File: config.mk
export PLATFORM = sky130hd
export DESIGN_NAME = serial_adder_dly
export DESIGN_NICKNAME = d
export VERILOG_FILES = /design/src/rtl/serial_add_pkg.sv /design/src/rtl/sa_delay_line.sv /design/src/rtl/sa_half_adder.sv /design/src/rtl/sa_full_adder.sv /design/src/rtl/serial_adder_dly.sv
export SDC_FILE = /design/constraint.sdc
export NUM_CORES = 1
export LEC_CHECK = 0
export BUFFER_PORTS_ARGS = -buffer_cell sky130_fd_sc_hd__buf_4
export CORE_AREA = 2 2 39 41
export DETAILED_ROUTE_END_ITERATION = 8
export DIE_AREA = 0 0 41 43
export PLACE_DENSITY = 0.47
export RECOVER_POWER = 100
export SLEW_MARGIN = 20
export SYNTH_ARGS = -nofsm -noshare
export SYNTH_HDL_FRONTEND = slang
export SYNTH_SLANG_ARGS = --single-unit
File: constraint.sdc
create_clock -name clk -period 1.4 [get_ports clk]
set_input_delay 0.28 -clock clk [delete_from_list [all_inputs] [get_ports clk]]
set_output_delay 0.28 -clock clk [all_outputs]
set_load 0.02 [all_outputs]
File: src/rtl/serial_add_pkg.sv
package serial_add_pkg;
  parameter int unsigned SA_STAGES = 4;

  typedef struct packed {
    logic s;
    logic c;
  } ha_out_t;
endpackage

File: src/rtl/sa_delay_line.sv
module sa_delay_line #(
  parameter int unsigned STAGES = serial_add_pkg::SA_STAGES
) (
  input  logic clk,
  input  logic srst,
  input  logic din,
  output logic dout
);
  localparam int unsigned LAST = STAGES - 1;

  logic [LAST:0] stage_q;
  logic [LAST:0] stage_d;

  always_comb begin
    stage_d[0] = din;
    for (int unsigned k = 1; k < STAGES; k++) begin
      stage_d[k] = stage_q[k-1];
    end
  end

  always_ff @(posedge clk) begin
    if (srst) begin
      stage_q <= '0;
    end else begin
      stage_q <= stage_d;
    end
  end

  assign dout = stage_q[LAST];


  stages_cleared_chk: assert property (@(posedge clk) disable iff (srst)
    $past(srst) |-> (stage_q == '0));
endmodule

File: src/rtl/sa_half_adder.sv
module sa_half_adder (
  input  logic x,
  input  logic y,
  output logic s,
  output logic c
);
  assign s = x ^ y;
  assign c = x & y;
endmodule

File: src/rtl/sa_full_adder.sv
module sa_full_adder (
  input  logic x,
  input  logic y,
  input  logic cin,
  output logic s,
  output logic cout
);
  import serial_add_pkg::*;

  ha_out_t first;
  ha_out_t second;

  sa_half_adder u_ha_lo (.x(x),       .y(y),   .s(first.s),  .c(first.c));
  sa_half_adder u_ha_hi (.x(first.s), .y(cin), .s(second.s), .c(second.c));

  assign s    = second.s;
  assign cout = first.c | second.c;
endmodule

File: src/rtl/serial_adder_dly.sv
module serial_adder_dly #(
  parameter int unsigned STAGES = serial_add_pkg::SA_STAGES
) (
  input  logic clk,
  input  logic srst,
  input  logic a_ser,
  input  logic b_ser,
  output logic sum_ser,
  output logic carry_out
);
  logic a_dly;
  logic b_dly;
  logic carry_q;
  logic carry_d;

  sa_delay_line #(.STAGES(STAGES)) u_dly_a (
    .clk(clk), .srst(srst), .din(a_ser), .dout(a_dly)
  );
  sa_delay_line #(.STAGES(STAGES)) u_dly_b (
    .clk(clk), .srst(srst), .din(b_ser), .dout(b_dly)
  );

  sa_full_adder u_fa (
    .x(a_dly), .y(b_dly), .cin(carry_q), .s(sum_ser), .cout(carry_out)
  );

  always_comb begin
    carry_d = carry_out;
  end

  always_ff @(posedge clk) begin
    if (srst) begin
      carry_q <= 1'b0;
    end else begin
      carry_q <= carry_d;
    end
  end


  sum_parity_chk: assert property (@(posedge clk) disable iff (srst)
    sum_ser == (a_dly ^ b_dly ^ carry_q));


  carry_majority_chk: assert property (@(posedge clk) disable iff (srst)
    carry_out == ($countones({a_dly, b_dly, carry_q}) >= 2));


  carry_chain_chk: assert property (@(posedge clk) disable iff (srst)
    (!$past(srst) && $past(carry_out) && (a_dly || b_dly)) |-> carry_out);


  carry_cleared_chk: assert property (@(posedge clk) disable iff (srst)
    $past(srst) |-> !carry_q);
endmodule

### After elaboration in Yosys (flattened, before gate mapping)

Cells that the tools add are included.

| storage, ports and cells | value |
|---|---|
| register bits | 9 |
| bits of input ports | 4 |
| output and inout bits | 2 |
| logic and storage cells | 8 |

| operators by class | value |
|---|---|
| bitwise operators | 5 |

Operators with widths:

| operator | number |
|---|---|
| $and A1 B1 Y1 | 2 |
| $xor A1 B1 Y1 | 2 |
| $or A1 B1 Y1 | 1 |

### Longest topological paths before layout

| logic depth | value |
|---|---|
| depth after elaboration | 3 |
| gate-level depth with buffers | 2 |
| depth with buffers taken out | 2 |

### By module

A second synthesis with hierarchy kept.

| unflattened totals | value |
|---|---|
| cells, all modules | 21 |
| area, all modules | 275.3 µm² |

By module, submodules not included:

| module | times used | cells each | area each (µm²) | seq. area each (µm²) |
|---|---|---|---|---|
| sa_delay_line | 2 | 8 | 105.1 | 80.1 |
| serial_adder_dly | 1 | 2 | 33.8 | 20.0 |
| sa_half_adder | 2 | 1 | 12.5 | 0.0 |
| sa_full_adder | 1 | 1 | 6.3 | 0.0 |

### Worst setup path before layout

No wires, ideal clock.

| timing | value |
|---|---|
| path type | register to output |
| start point | register u_dly_a.stage_q[3] |
| end point | output port sum_ser |
| arrival | 0.940 ns |
| data required time | 1.120 ns |
| slack | 0.180 ns |
| stages on the path, launching flop included | 2 |
| buffers on the path | 0 |
| cells stage by stage | dfxtp_1 fa_1 |

| between the ends | value |
|---|---|
| cells in the longest elaborated chain, start to end | 2 |

RTL lines:

| what | line | RTL |
|---|---|---|
| start: declaration | sa_delay_line.sv:11 | `logic [LAST:0] stage_q;` |
| start signal: assignment | sa_delay_line.sv:25 | `stage_q <= stage_d;` |
| $xor A1 B1 Y1 (2 in series) | sa_half_adder.sv:7 | `assign s = x ^ y;` |
| end: declaration | serial_adder_dly.sv:8 | `output logic sum_ser,` |

Every way passes these cells.

### Worst setup path after layout

| timing | value |
|---|---|
| start point | register carry_q |
| end point | output port sum_ser |

| between the ends | value |
|---|---|
| cells in the longest elaborated chain, start to end | 1 |

RTL lines:

| what | line | RTL |
|---|---|---|
| start: declaration | serial_adder_dly.sv:13 | `logic carry_q;` |
| start signal: assignment | serial_adder_dly.sv:35 | `carry_q <= carry_d;` |
| $xor A1 B1 Y1 | sa_half_adder.sv:7 |  |

Every way passes these cells.

==> run metrics <==
CTS clk-pin slew, worst paths=approximately 0.060 ns; failing checks=setup timing; met2 WL=~160 um; Compound-Gate Fraction of Synth Area=0%; Highest Signal Layer=met4; Synth-to-Final Area Change=34.6%; Final Worst Setup Slack=-0.123 ns; routability congestion estimate=around 0.54; via/cell ratio=roughly 3.5; DR WL met3=between 40 and 50 um; Row Count=14; Ant. Diodes=0; Setup CP Type=reg2out; Worst-Margin Slew=0.360 ns; DP Area=between 300 and 400 sq um; status=finished, violations left; Fin. Hold Viols=0; XOR/XNOR Fraction of Synth Area=0%; design area=roughly 350 sq um; Final period util=109%; Filler cells=148; H-tree Lvls=1; Mapped Avg Cell Area=13.5 sq um; Setup Buffers After CTS=0; largest family of logic cells by synthesized area=simple AND/OR/NAND/NOR gates; Worst slew margin=about three quarters; nets=34; Global Route Usage Sum=6.16%; Worst path max stage delay=approximately 0.55 ns; Post-Syn Instances=19; Peak VDD IR=0.529 mV; die height=about 43 um; average wire per standard cell=7.64 um; RSZ-0062 raised after global routing=yes; Synth cell types=3; Max Clock Skew=0.000534 ns; post-place setup slack=0.152 ns; register area share after synthesis=70.2%; CTS tree=done; DIE WIDTH=41 um; mux cell area share after synthesis=0%; initial antenna violation count=0; Min-Delay Path Class=in2reg; Syn Nets=24; PortBufs=5; global-route wire length before repair=614 um; fraction of the mapped netlist area in adder cells=between 7 and 8%; CP Cell Sequence=fa_1 > buf_6; wl on met1=roughly 120 um; Power, Total=between 0.4 and 0.5 mW; Worst Setup End Kind=output pin; PD cells=1380 nW/um^2; GR Overflow Total=0; largest net degree at the start of global routing=10; Max-cap violations=0; DRT Wirelength=336 um; final slew viol count=0; via count=156; # setup viols final=2; drt pass-1 iters=1; Worst EP arrival=1.24 ns; Slowest-stage cell, CP=fa_1; Initial Util=roughly 19%; IO Count=6; CP Data Required Time=between 1 and 1.5 ns; Critical Path Start Type=register; crit path max fanout=1; cts hold-fix bufs=0; clk sinks=9; synth warn=0; vias in the first global route=between 150 and 200; CTS buffer count=3; layout cells sized above 1=28.6%; Max Root-Sink Buffers=2; clock latency on the worst-skew pair=0.26 ns; simple-gate share of the synthesized area=a little over a fifth; synthesized flop and latch total=9; Root Buffer=clkbuf_4; DRT antenna net count=0; DR iter-0 viols=0; Period minus WS final=1.52 ns; Static Leak=0.144 nW; Mapped Area=256 sq um; residual DRC count=0; CORE AREA=1380 sq um; Die Area=1760 sq um; Peak Freq=657 MHz
-- timing repair --
action / in CTS / in global routing
pin swaps: 0 / 1
gates resized for setup: 1 / 2
endpoints found under the setup margin: 2 / 2
-- Yosys cell counts --
cell / number / area [sq um]
dfxtp_1: 9 / 180
fa_1: 1 / 20.0
nor2b_1: 9 / 56.3
-- cell usage in the layout (no fill, tap or decap), drive strengths merged --
| cell | synthesis | routed |
|---|---|---|
| buf | 0 | 4 |
| clkbuf | 0 | 5 |
| dfxtp | 9 | 9 |
| fa | 1 | 1 |
| nor2b | 9 | 9 |
-- critical path, delay by kind of cell, from the launching register on --
| kind | cells | cell delay, ns |
|---|---|---|
| flip-flops | 1 | 0.32 |
| buffers and inverters | 1 | 0.12 |
| adder cells (fa/ha/maj) | 1 | 0.55 |
-- area by class of cell --
type	instances	area [sq um]	area share, %
clock buffer	4	26.3	7.61
multi-input combinational	10	76.3	22.1
sequential	9	181	52.5
tap	16	20.0	5.80
timing repair buffer	5	41.3	12.0
-- stage by stage --
step,hold slack [ns],util (%),cells,setup TNS [ns]
CTS,0.225,24.9,44,-0.204
global route,0.241,25.0,44,-0.269
finish,0.232,25.0,44,-0.175
floorplan,0.352,-,19,0
global placement,0.417,22.7,40,0
detailed placement,0.426,22.7,40,0
-- cell families (layout without fill, tap and decap cells) --
logic type,after synthesis,in the layout
buf+inv,0,9
fa+ha+maj,1,1
flops,9,9
simple gates,9,9
-- flip-flops by register name (all words and copies together), names as in the netlist --
register and count:
carry_q 1, u_dly_b.stage_q 4, u_dly_a.stage_q 4
-- layer usage --
layer  GRT usage (%)  up-vias
met3            6.28        2
met4            6.00        0
met2            7.81        9
li1                -       74
met1            4.90       71
met5               0        -
-- path summary, 6_finish.rpt --
kind,start,to,slack (ns),cells after the start
max reg2reg,carry_q,carry_q,0.37,2
min,a_ser,u_dly_a.stage_q[0],0.23,2
max,carry_q,sum_ser,-0.12,2
min reg2reg,u_dly_a.stage_q[1],u_dly_a.stage_q[2],0.44,1
-- power by group --
group | internal, mW | leakage (nW) | switching [mW]
sequential | 0.264 | 0.0741 | 0.00153
clock | 0.109 | 0.0150 | 0.0836
combinational | 0.0104 | 0.0552 | 0.00748
Note: power is estimated with default switching activity, not from simulation.
